`src/rtl/sgate_pkg.sv`:
```
package sgate_pkg;
  localparam int MASTER_W     = 16;
  localparam int DETAIL_NS    = 16;
  localparam int DETAIL_CFG   = 17;
  localparam int TBL_WORD_W   = 32;

  function automatic logic [31:0] pack_detail(input logic [MASTER_W-1:0] master,
                                              input logic ns, input logic cfg);
    logic [31:0] d;
    d = '0;
    d[MASTER_W-1:0] = master;
    d[DETAIL_NS]    = ns;
    d[DETAIL_CFG]   = cfg;
    return d;
  endfunction
endpackage

```
`src/rtl/sgate_table.sv`:
```
module sgate_table
  import sgate_pkg::*;
#(
  parameter int NBLK = 64,
  parameter int NWORDS = (NBLK + TBL_WORD_W - 1) / TBL_WORD_W,
  parameter int WIW = (NWORDS > 1) ? $clog2(NWORDS) : 1,
  parameter int BIW = (NBLK > 1) ? $clog2(NBLK) : 1
) (
  input  logic                  clk,
  input  logic                  rst,
  input  logic                  wr_en,
  input  logic [WIW-1:0]        wr_idx,
  input  logic [TBL_WORD_W-1:0] wr_data,
  input  logic [BIW-1:0]        look_blk,
  output logic                  look_ns
);
  logic [NWORDS*TBL_WORD_W-1:0] bits;

  for (genvar w = 0; w < NWORDS; w++) begin : g_word
    always_ff @(posedge clk) begin
      if (rst)
        bits[w*TBL_WORD_W +: TBL_WORD_W] <= '0;
      else if (wr_en && wr_idx == WIW'(w))
        bits[w*TBL_WORD_W +: TBL_WORD_W] <= wr_data;
    end
  end

  assign look_ns = bits[look_blk];
endmodule

```
`src/rtl/sgate_ctrl.sv`:
```
module sgate_ctrl #(
  parameter int MAX_OUT = 4,
  parameter int OCW = $clog2(MAX_OUT + 1)
) (
  input  logic clk,
  input  logic rst,
  input  logic up_valid,
  input  logic allow,
  input  logic dn_ready,
  input  logic dn_rsp_valid,
  input  logic cfg_err,
  output logic up_ready,
  output logic dn_valid,
  output logic blk_acc,
  output logic blk_rsp_valid,
  output logic blk_rsp_err
);
  logic [OCW-1:0] outst;
  logic room, idle, inc, dec;

  assign room     = (outst != OCW'(MAX_OUT));
  assign idle     = (outst == '0);
  assign dn_valid = up_valid & allow & room;
  assign up_ready = allow ? (dn_ready & room) : idle;
  assign blk_acc  = up_valid & ~allow & idle & ~rst;
  assign inc      = dn_valid & dn_ready;
  assign dec      = dn_rsp_valid & ~idle;

  always_ff @(posedge clk) begin
    if (rst) begin
      outst         <= '0;
      blk_rsp_valid <= 1'b0;
      blk_rsp_err   <= 1'b0;
    end else begin
      if (inc && !dec)      outst <= outst + 1'b1;
      else if (dec && !inc) outst <= outst - 1'b1;
      blk_rsp_valid <= blk_acc;
      blk_rsp_err   <= blk_acc & cfg_err;
    end
  end
endmodule

```
`src/rtl/sgate_fault.sv`:
```
module sgate_fault
  import sgate_pkg::*;
#(
  parameter int AW = 14
) (
  input  logic                clk,
  input  logic                rst,
  input  logic                blk_acc,
  input  logic                clr,
  input  logic [AW-1:0]       addr,
  input  logic [MASTER_W-1:0] master,
  input  logic                ns,
  input  logic                cfg,
  output logic                stat,
  output logic [31:0]         info_addr,
  output logic [31:0]         info_detail
);
  logic capture;
  assign capture = blk_acc & (~stat | clr);

  always_ff @(posedge clk) begin
    if (rst) begin
      stat        <= 1'b0;
      info_addr   <= '0;
      info_detail <= '0;
    end else begin
      if (blk_acc)  stat <= 1'b1;
      else if (clr) stat <= 1'b0;
      if (capture) begin
        info_addr   <= 32'(addr);
        info_detail <= pack_detail(master, ns, cfg);
      end
    end
  end
endmodule

```
`src/rtl/sec_block_gate.sv`:
```
module sec_block_gate
  import sgate_pkg::*;
#(
  parameter int ADDR_W   = 14,
  parameter int BLOCK_LG = 8,
  parameter int DATA_W   = 32,
  parameter int MAX_OUT  = 4,
  parameter int NBLK     = 1 << (ADDR_W - BLOCK_LG),
  parameter int NWORDS   = (NBLK + TBL_WORD_W - 1) / TBL_WORD_W,
  parameter int WIW      = (NWORDS > 1) ? $clog2(NWORDS) : 1
) (
  input  logic                  clk,
  input  logic                  rst,
  input  logic                  up_valid,
  output logic                  up_ready,
  input  logic [ADDR_W-1:0]     up_addr,
  input  logic                  up_write,
  input  logic [DATA_W-1:0]     up_wdata,
  input  logic                  up_nonsec,
  input  logic                  up_attr_unspec,
  input  logic [MASTER_W-1:0]   up_master,
  output logic                  up_rsp_valid,
  output logic [DATA_W-1:0]     up_rsp_rdata,
  output logic                  up_rsp_err,
  output logic                  dn_valid,
  input  logic                  dn_ready,
  output logic [ADDR_W-1:0]     dn_addr,
  output logic                  dn_write,
  output logic [DATA_W-1:0]     dn_wdata,
  output logic                  dn_nonsec,
  output logic [MASTER_W-1:0]   dn_master,
  input  logic                  dn_rsp_valid,
  input  logic [DATA_W-1:0]     dn_rsp_rdata,
  input  logic                  dn_rsp_err,
  input  logic                  tbl_we,
  input  logic [WIW-1:0]        tbl_idx,
  input  logic [TBL_WORD_W-1:0] tbl_wdata,
  input  logic                  cfg_err_resp,
  input  logic                  irq_clear,
  output logic                  irq_stat,
  output logic [31:0]           info_addr,
  output logic [31:0]           info_detail
);
  localparam int BIW = (NBLK > 1) ? $clog2(NBLK) : 1;

  logic           world_ns, blk_ns, allow, blk_acc;
  logic           blk_rsp_valid, blk_rsp_err;
  logic [BIW-1:0] blk_num;

  assign world_ns = up_nonsec & ~up_attr_unspec;
  assign blk_num  = BIW'(up_addr >> BLOCK_LG);
  assign allow    = (blk_ns == world_ns);

  sgate_table #(.NBLK(NBLK), .NWORDS(NWORDS), .WIW(WIW), .BIW(BIW)) u_table (
    .clk(clk), .rst(rst), .wr_en(tbl_we), .wr_idx(tbl_idx), .wr_data(tbl_wdata),
    .look_blk(blk_num), .look_ns(blk_ns)
  );

  sgate_ctrl #(.MAX_OUT(MAX_OUT)) u_ctrl (
    .clk(clk), .rst(rst), .up_valid(up_valid), .allow(allow), .dn_ready(dn_ready),
    .dn_rsp_valid(dn_rsp_valid), .cfg_err(cfg_err_resp), .up_ready(up_ready),
    .dn_valid(dn_valid), .blk_acc(blk_acc), .blk_rsp_valid(blk_rsp_valid),
    .blk_rsp_err(blk_rsp_err)
  );

  sgate_fault #(.AW(ADDR_W)) u_fault (
    .clk(clk), .rst(rst), .blk_acc(blk_acc), .clr(irq_clear), .addr(up_addr),
    .master(up_master), .ns(world_ns), .cfg(blk_ns), .stat(irq_stat),
    .info_addr(info_addr), .info_detail(info_detail)
  );

  assign dn_addr   = up_addr;
  assign dn_write  = up_write;
  assign dn_wdata  = up_wdata;
  assign dn_nonsec = up_nonsec;
  assign dn_master = up_master;

  assign up_rsp_valid = dn_rsp_valid | blk_rsp_valid;
  assign up_rsp_rdata = blk_rsp_valid ? '0 : dn_rsp_rdata;
  assign up_rsp_err   = blk_rsp_valid ? blk_rsp_err : dn_rsp_err;
endmodule

```
`config.mk`:
```
export PLATFORM = sky130hd
export DESIGN_NAME = sec_block_gate
export DESIGN_NICKNAME = d
export VERILOG_FILES = /design/src/rtl/sgate_pkg.sv /design/src/rtl/sgate_table.sv /design/src/rtl/sgate_ctrl.sv /design/src/rtl/sgate_fault.sv /design/src/rtl/sec_block_gate.sv
export SDC_FILE = /design/constraint.sdc
export NUM_CORES = 1
export LEC_CHECK = 0
export ABC_CLOCK_PERIOD_IN_PS = 11100
export BUFFER_PORTS_ARGS = -buffer_cell sky130_fd_sc_hd__buf_2
export CAP_MARGIN = 20
export CORE_ASPECT_RATIO = 0.8
export CORE_MARGIN = 4
export CORE_UTILIZATION = 25
export DETAILED_ROUTE_END_ITERATION = 12
export SLEW_MARGIN = 5
export SYNTH_ARGS = -nofsm -noshare
export SYNTH_HDL_FRONTEND = slang
export SYNTH_HIERARCHICAL = 1
export SYNTH_SLANG_ARGS = --single-unit
export TNS_END_PERCENT = 5
```
`constraint.sdc`:
```
create_clock -name clk -period 11.1 [get_ports clk]
set_input_delay 2.22 -clock clk [delete_from_list [all_inputs] [get_ports clk]]
set_output_delay 2.22 -clock clk [all_outputs]
set_load 0.02 [all_outputs]
```
Yosys cells after proc, flatten, opt, wreduce, memory -nomap -nowiden
Index checks and enable logic that the tools add are counted.

Add/subtract/negate cells: 2. Multiply operators: 0. Divide/modulo/power cells: 0. $lt $le $gt $ge: 1. Eq/ne operators: 2. Shift-type cells: 0. Mux-type cells: 9. Bitwise operators: 19. Reduce and logical (&&, ||, !) cells: 9.

Operator list (number): $mux W32 (1); $and A1 B1 Y1 (11); $lt A6 B7 Y1 const B (1); $bmux W1 S6 (1); $mux W3 (2); $not A1 Y1 (6); $mux W1 (5); $logic_and A1 B1 Y1 (4); $reduce_bool A2 Y1 (2); $add A3 B1 Y3 const B (1); $logic_not A3 Y1 (1); $ne A3 B3 Y1 const B (1); $sub A3 B1 Y3 const B (1); $logic_not A1 Y1 (2); $or A1 B1 Y1 (2); $eq A1 B1 Y1 (1).

Register bits after elaboration: 102. Bits in latches: 0. RAM bits: 0. ROM bits: 0. Input bits: 139. Output and inout port bits: 165. Word-level logic and storage cells: 50. Memories kept: 0.

Depth between registers and ports, before layout
Gate-level depths: netlist of the first run.

Depth in word-level cells: 10. Mapped depth: 17. Gate-level depth less buffers: 15.

Modules after synthesis
The synthesis of the first run kept the hierarchy.

Modules (own cells, without submodules): sgate_table (instances 1, cells each 332, area an instance 2850.2 um2); sgate_fault (instances 1, cells each 176, area an instance 1729.2 um2); sec_block_gate (instances 1, cells each 103, area an instance 734.5 um2); sgate_ctrl (instances 1, cells each 28, area an instance 275.3 um2).

Worst setup path before layout of the first run
Ideal clock, no wire load.

Path type: input port to output port. Start point: input up_addr[8]. End point: output up_ready. Arrival time: 4.417 ns. Slack: 4.463 ns. Stages: 9. Cell sequence: buf_6 mux4_2 nor2b_4 a2111oi_2 o22ai_1 and3_1 xnor2_1 a21oi_1 a21oi_1.

Cells in the longest elaborated chain, start to end: 4.

Ends and longest elaborated chain: start, declared (line sec_block_gate.sv:16) `input logic [ADDR_W-1:0] up_addr,`; $bmux W1 S6 (line sgate_table.sv:28) `assign look_ns = bits[look_blk];`; $mux W1 (implied by the code) (line sgate_table.sv:28); net blk_ns (line sec_block_gate.sv:46) `logic world_ns, blk_ns, allow, blk_acc;`; $eq A1 B1 Y1 (line sec_block_gate.sv:52) `assign allow = (blk_ns == world_ns);`; net allow (line sec_block_gate.sv:46); $mux W1 (line sgate_ctrl.sv:24) `assign up_ready = allow ? (dn_ready & room) : idle;`; end, declared (line sec_block_gate.sv:15) `output logic up_ready,`.

The timed path passes the listed nets, and every way through them passes these cells. The select of a mux whose other input is x is not followed.

Worst setup path after layout of the first run
Ends and elaborated chain as after synthesis.

==> results of run 1 <==
tightest hold or removal path, stage by stage (launching register included):
cell and delay (ps):
dfxtp_1 310, nand2_1 50, a21oi_1 50
final timing paths:
check,start,end,slack (ps),depth (start not counted)
worst max register to register,u_table/bits[35],u_fault/info_addr[2],7280,10
worst min register to register,u_table/bits[17],u_table/bits[17],460,2
worst max-delay path,up_addr[8],up_ready,3900,10
worst min-delay path,u_table/bits[17],u_table/bits[17],460,2
flip-flops by register name (all words and copies together) (netlist names):
| signal | cells |
|---|---|
| u_table/bits | 64 |
| u_ctrl/blk_rsp_valid | 1 |
| u_fault/stat | 1 |
| u_fault/info_detail | 18 |
| u_ctrl/outst | 3 |
| u_fault/info_addr | 14 |
| u_ctrl/blk_rsp_err | 1 |
through the flow:
| stage | hold slack, ps | cells | setup slack (ps) | power [mW] | utilization (%) |
|---|---|---|---|---|---|
| 3_5_place_dp | 443 | 1045 | 3860 | 0.661 | 28.4 |
| 3_3_place_gp | 442 | 1045 | 3910 | 0.659 | 28.4 |
| 6_report | 455 | 1062 | 3900 | 0.979 | 29.9 |
| 5_1_grt | 477 | 1062 | 3570 | 1.03 | 29.9 |
| 4_1_cts | 454 | 1061 | 3860 | 0.997 | 29.8 |
| 2_1_floorplan | 432 | 670 | 4460 | 0.618 | - |
cell families (layout without fill, tap and decap cells):
kind of cell,after synthesis,in the layout
flip-flops,102,102
multiplexers,54,54
adder cells (fa/ha/maj),2,2
buffers and inverters,141,233
XOR/XNOR,3,3
other,1,32
AO/OA/AOI/OAI,80,80
AND/OR/NAND/NOR,256,256
per-layer routing:
metal  vias to the layer above  routed length, um
li1                       2190                  -
met1                      2029               6940
met2                       212               7030
met3                        10               1550
met4                         2                116
met5                         -                 12
layout make-up:
type / instances / area (um^2) / area share [%]
inverters: 5 / 18.8 / 0.288
multi-input cells: 427 / 2680 / 41.0
flip-flops and latches: 102 / 2040 / 31.3
repair buffers: 212 / 1100 / 16.9
clock buffers: 9 / 225 / 3.45
well taps: 300 / 375 / 5.75
clock inverters: 7 / 85.1 / 1.30
power groups by stage:
stage          clock network, mW  logic [mW]  registers (mW)
3_3_place_gp                   0       0.240           0.419
2_1_floorplan                  0       0.193           0.425
5_1_grt                    0.356       0.263           0.414
3_5_place_dp                   0       0.242           0.419
6_report                   0.328       0.240           0.411
4_1_cts                    0.344       0.243           0.411
placed cells by master (no fill, tap or decap), drive strengths merged, types with 2 or more instances in the layout:
cell	instances
nor2	8
clkbuf	9
xor2	2
or3	2
a21oi	70
and2	3
dfxtp	102
nand2b	66
nor4b	2
nor2b	37
buf	212
clkinv	3
a2111oi	2
inv	8
conb	32
mux4	15
mux2i	36
nand3	2
o21ai	3
mux2	3
nand2	131
==> results.sh, run 1 <==
export IMPL_outcome="finished clean"
export IMPL_synth_lib_cells_used_distinct=44
export IMPL_critical_path_startpoint_type="primary input"
export IMPL_dpl_cell_area_um2=6180
export IMPL_final_nets=898
export IMPL_totalWireLength_um=15700
export IMPL_detailedRoute_firstPassIterationCount=4
export IMPL_synth_compound_gate_area_share_pct=8.17
export IMPL_clock_skew_ps=12.2
export IMPL_avgViaCountPerCell=4.18
export IMPL_die_width_um=175
export IMPL_endpoint_kind="output port"
export IMPL_min_path_type="reg2reg"
export IMPL_library_cell_contributing_the_largest_single_delay_on_the_critical_path="mux4_2"
export IMPL_synthesis_area_per_instance_um2=8.75
export IMPL_yosys_most_used_dff="dfxtp_1"
export IMPL_grt_antenna_before_repair=1
export IMPL_synth_largest_area_cell="dfxtp_1"
export IMPL_place_hpwl_um=11700
export IMPL_power_share_switching_pct=33.8
export IMPL_worstPathMaxFanout=19
export IMPL_ys_ff_latch=102
export IMPL_ir_drop_mv=0.0711
export IMPL_slew_violations=0
export IMPL_unrepaired_setup_endpoints_after_global_routing="false"
export IMPL_number_of_global_route_vias_before_repair=3978
export IMPL_synth_edff_count=0
export IMPL_synth_top_cells_by_area="dfxtp_1 37%, buf_4 13%, nand2_1 8.8%"
export IMPL_rows=48
export IMPL_route_vias_total=4443
export IMPL_synth_adder_area_share_pct=0.582
export IMPL_cts_inserted_buffers=9
export IMPL_grt_busiest_layer="met2"
export IMPL_ys_async_sr_fraction_pct=0
export IMPL_finalSetupViolCount=0
export IMPL_synth_seq_area_share_pct=36.5
export IMPL_timing_hold_violations_final=0
export IMPL_first_pass_grt_wire_length_um=23000
export IMPL_p_seq_share_pct=41.9
export IMPL_worst_path_buf_inv=2
export IMPL_power_net_switching_mw=0.331
export IMPL_timing_critical_path_slowest_cell_delay_ps=580
export IMPL_final_antenna_net_count=0
export IMPL_clock_tree_htree_level_count=3
export IMPL_leakage_nw=2.81
export IMPL_cp_top_family="compound AO/OA/AOI/OAI gates"
export IMPL_clk_transition_reported_paths_ps=80
export IMPL_max_cap_violations=0
export IMPL_post_cts_setup_buffer_count=0
export IMPL_clk_latency_ps=360
export IMPL_avgRoutedWirePerCell_um=14.7
export IMPL_slew_headroom_pct=45.9
export IMPL_crit_arrival_ps=4980
export IMPL_layout_worst_path_cycle_share_pct=64.8
export IMPL_drt_iter0_drc=258
export IMPL_post_cts_sizing=0
export IMPL_synth_area_mux_share_pct=13.4
export IMPL_core_area_um2=21800
export IMPL_internal_power_mw=0.648
export IMPL_clkPwrFrac_pct=33.5
export IMPL_clockRootBuffer="clkbuf_16"
export IMPL_synth_xor_area_share_pct=0.470
export IMPL_layout_filler_cells=2382
export IMPL_detail_route_drc_violations=0
export IMPL_grt_max_degree=85
export IMPL_power_per_cell_area_nw_per_um2=150
export IMPL_synth_top_family_by_area="simple AND/OR/NAND/NOR gates"
export IMPL_stdcell_area_um2=6520
export IMPL_synth_cells=639
export IMPL_synth_simple_area_share_pct=23.0
export IMPL_io_pins=304
export IMPL_overall_die_area_um2=24800
export IMPL_effective_utilization_at_floorplan_pct=25.6
export IMPL_max_clock_freq_mhz=139
export IMPL_critPathKind="in2out"
export IMPL_synthTopCellsByCount="131 x nand2_1, 102 x dfxtp_1, 96 x buf_4"
export IMPL_grt_met3_usage_pct=4.50
export IMPL_area_growth_pct=16.7
export IMPL_groute_layer_met2_usage_pct=18.4
export IMPL_finalWorstPathRequiredPeriod_ps=7200
export IMPL_p_comb_share_pct=24.6
export IMPL_tritoncts="yes"
export IMPL_worst_slew_pin_slew_ps=812
export IMPL_overflow=0
export IMPL_grt_use_met1_pct=15.8
export IMPL_holdBufCountCts=0
export IMPL_port_buffers=205
export IMPL_groute_usage_overall_pct=11.8
export IMPL_post_synth_top_area_fraction_pct=36.5
export IMPL_die_h_um=142
export IMPL_cp_required_ps=8880
export IMPL_ys_warn_count=6
export IMPL_finalSetupTns_ps=0
export IMPL_synth_area_um2=5590
export IMPL_antenna_diode_count=0
export IMPL_most_used_standard_cell_by_instance_count_after_synthesis="nand2_1"
export IMPL_clkSinkCount=102
export IMPL_drive_gt1_share_pct=32.7
export IMPL_cts_buffer_depth=2
export IMPL_worstPathCellList="buf_2 -> mux4_2 -> nor2b_4 -> a2111oi_2 -> o22ai_1 -> and3_1 -> xnor2_1 -> a21oi_1 -> a21oi_1 -> buf_2"
export IMPL_finalWeightedCongestion=0.837
No activity file was read; power rests on OpenSTA's default activity.
==> run 2, diff against run 1 <==
--- a/config.mk
+++ b/config.mk
@@ -5,7 +5,8 @@
 export SDC_FILE = /design/constraint.sdc
 export NUM_CORES = 1
 export LEC_CHECK = 0
-export ABC_CLOCK_PERIOD_IN_PS = 11100
+export ABC_AREA = 1
+export ABC_CLOCK_PERIOD_IN_PS = 6100
 export BUFFER_PORTS_ARGS = -buffer_cell sky130_fd_sc_hd__buf_2
 export CAP_MARGIN = 20
 export CORE_ASPECT_RATIO = 0.8
==> constraint.sdc (replaced) <==
create_clock -name clk -period 6.1 [get_ports clk]
set_input_delay 1.22 -clock clk [delete_from_list [all_inputs] [get_ports clk]]
set_output_delay 1.22 -clock clk [all_outputs]
set_load 0.02 [all_outputs]
==> results.sh, run 2 <==
export IMPL_outcome="finished clean"
export IMPL_finalWorstPathRequiredPeriod_ps=4480
export IMPL_reg2reg_to="u_fault/info_detail[7]"
export IMPL_layout_worst_path_cycle_share_pct=73.4
export IMPL_detail_route_drc_violations=0
export IMPL_drt_iter0_drc=274
export IMPL_power_share_switching_pct=36.0
export IMPL_worstReg2RegStart="u_table/bits[21]"
export IMPL_clk_latency_ps=360
export IMPL_avgRoutedWirePerCell_um=14.8
export IMPL_startpoint="up_addr[8]"
export IMPL_clock_skew_ps=10.6
export IMPL_critPathKind="in2out"
export IMPL_critical_path_startpoint_type="primary input"
export IMPL_totalWireLength_um=19100
export IMPL_most_used_standard_cell_by_instance_count_after_synthesis="nand2_1"
export IMPL_total_power_mw=1.85
export IMPL_ys_async_sr_fraction_pct=0
export IMPL_top_register="u_table/bits"
export IMPL_power_net_switching_mw=0.667
export IMPL_area_growth_pct=15.3
export IMPL_worstPathCellList="buf_2 -> inv_4 -> nand2_1 -> nand3_1 -> nand3_1 -> nand2_1 -> nand2_1 -> nand3_1 -> nand3_1 -> nand2_1 -> inv_1 -> nand2_1 -> nand2_1 -> inv_1 -> nand2_2 -> nand2_1 -> buf_2"
export IMPL_yosys_most_used_dff="dfxtp_1"
export IMPL_cts_inserted_buffers=9
export IMPL_worstPathMaxFanout=32
export IMPL_final_antenna_net_count=0
export IMPL_cts_buffer_depth=2
export IMPL_grt_antenna_before_repair=8
export IMPL_internal_power_mw=1.19
export IMPL_rrSetupSlack_ps=3450
export IMPL_finalWeightedCongestion=0.768
export IMPL_finalSetupViolCount=0
export IMPL_route_vias_total=5440
export IMPL_endpoint_kind="output port"
export IMPL_die_h_um=145
export IMPL_drive_gt1_share_pct=26.5
export IMPL_post_cts_sizing=0
export IMPL_clk_transition_reported_paths_ps=80
export IMPL_p_comb_share_pct=28.0
export IMPL_synth_seq_area_share_pct=35.1
export IMPL_clock_tree_htree_level_count=3
export IMPL_setup_slack_ps=1620
export IMPL_crit_arrival_ps=3260
export IMPL_leakage_nw=3.32
export IMPL_cp_required_ps=4880
export IMPL_fin_util_pct=29.6
export IMPL_synth_area_um2=5820
export IMPL_final_nets=1117
export IMPL_detailedRoute_firstPassIterationCount=6
export IMPL_min_path_type="reg2reg"
export IMPL_holdBufCountCts=0
export IMPL_timing_critical_path_mode_cell="nand2_1"
export IMPL_timing_hold_ws_ps=465
export IMPL_ys_ff_latch=102
export IMPL_place_detailed_instances=1269
export IMPL_finalSetupTns_ps=0
export IMPL_port_buffers=205
export IMPL_io_pins=304
export IMPL_synth_top_cells_by_area="dfxtp_1 35%, nand2_1 16%, buf_4 13%"
export IMPL_unrepaired_setup_endpoints_after_global_routing="false"
export IMPL_max_clock_freq_mhz=223
export IMPL_overall_die_area_um2=25800
export IMPL_rows=49
export IMPL_ys_warn_count=6
export IMPL_stdcell_area_um2=6710
export IMPL_avgViaCountPerCell=4.22
export IMPL_synthTopCellsByCount="256 x nand2_1, 104 x buf_4, 102 x dfxtp_1"
export IMPL_place_hpwl_um=14100
export IMPL_post_synth_top_area_fraction_pct=35.1
export IMPL_number_of_flip_flops_in_the_largest_register=64
export IMPL_power_per_cell_area_nw_per_um2=276
export IMPL_synth_cells=866
export IMPL_synth_edff_count=0
export IMPL_timing_critical_path_slowest_cell_delay_ps=380
export IMPL_synth_lib_cells_used_distinct=24
export IMPL_worst_slew_pin_slew_ps=831
export IMPL_synthesis_area_per_instance_um2=6.73
export IMPL_groute_usage_overall_pct=13.8
export IMPL_slew_headroom_pct=44.6
export IMPL_ir_drop_mv=0.114
export IMPL_grt_max_degree=67
export IMPL_first_pass_grt_wire_length_um=27200
export IMPL_dp_slack_ps=1630
export IMPL_tritoncts="yes"
export IMPL_effective_utilization_at_floorplan_pct=25.7
export IMPL_number_of_global_route_vias_before_repair=4714
export IMPL_layout_top_registers="u_table/bits x64, u_fault/info_detail x18, u_fault/info_addr x14"
export IMPL_overflow=0
export IMPL_layout_cells_most_common="nand2_1"
export IMPL_most_frequent_cells_in_the_layout="255 x nand2_1, 205 x buf_2, 102 x dfxtp_1"
export IMPL_p_seq_share_pct=41.1
export IMPL_fin_cells=1289
export IMPL_worst_r2r_path_depth=18
export IMPL_slew_violations=0
export IMPL_synth_largest_area_cell="dfxtp_1"
export IMPL_die_width_um=179
export IMPL_core_area_um2=22700
export IMPL_timing_hold_violations_final=0
export IMPL_clockRootBuffer="clkbuf_16"
export IMPL_clkPwrFrac_pct=30.9
export IMPL_destination_of_the_critical_timing_path="up_ready"
export IMPL_dpl_cell_area_um2=6370
export IMPL_clkSinkCount=102
export IMPL_library_cell_contributing_the_largest_single_delay_on_the_critical_path="buf_2"
export IMPL_max_cap_violations=0
export IMPL_post_cts_setup_buffer_count=0
-- run 2: changes by cell type in the layout (fill, tap and decap cells not counted), moves of 5 or more --
cell,previous run,this run
a21oi_1,70,97
inv_1,5,88
mux2i_1,36,0
mux4_1,5,0
mux4_2,10,0
nand2_1,131,255
nand2b_1,66,0
nand3_1,2,69
nand3_2,0,20
nor2_1,8,70
nor2b_1,34,0
-- run 2: cell families after synthesis --
family | after synthesis | share of synthesized area, %
xor gates and xnor gates | 1 | 0.150
buffers and inverters | 237 | 24.3
and+or+nand+nor | 424 | 31.4
AOI/OAI and AO/OA | 99 | 8.51
DFF | 102 | 35.1
other | 1 | 0.0644
adders and majority gates | 2 | 0.559
-- run 2: final cells by class --
class,count,area (um^2)
Clock buffer,10,229
Sequential cell,102,2040
Timing Repair Buffer,215,1160
Fill cell,2543,16000
Tap cell,306,383
Antenna cell,2,5.00
Inverter,90,340
Multi-Input combinational cell,558,2500
Clock inverter,6,55.1
-- run 2: worst min-delay path by stage --
stage,startpoint,end,depth (start not counted)
CTS,u_table/bits[10],u_table/bits[10],2
finish,u_table/bits[18],u_table/bits[18],2
detailed placement,u_table/bits[10],u_table/bits[10],2
floorplan,u_table/bits[0],u_table/bits[0],2
global route,u_table/bits[7],u_table/bits[7],2
global placement,u_table/bits[19],u_table/bits[19],2
-- run 2: routing by layer --
layer,global-route usage (%),up-vias,routed length (um)
met5,0,-,80
met4,4.76,12,419
met3,4.84,32,1760
met2,24.1,197,9420
met1,15.7,2433,7420
li1,-,2766,-
-- run 2: power by group through the flow --
| stage | combinational [mW] | sequential [mW] | clock [mW] |
|---|---|---|---|
| 6_report | 0.519 | 0.761 | 0.572 |
| 2_1_floorplan | 0.388 | 0.806 | 0 |
| 3_5_place_dp | 0.520 | 0.775 | 0 |
| 4_1_cts | 0.521 | 0.761 | 0.597 |
| 5_1_grt | 0.581 | 0.768 | 0.620 |
| 3_3_place_gp | 0.513 | 0.775 | 0 |
-- run 2: critical path, delay by kind of cell --
family	cells	cell delay [ps]
and+or+nand+nor	12	1110
buffers and inverters	5	920
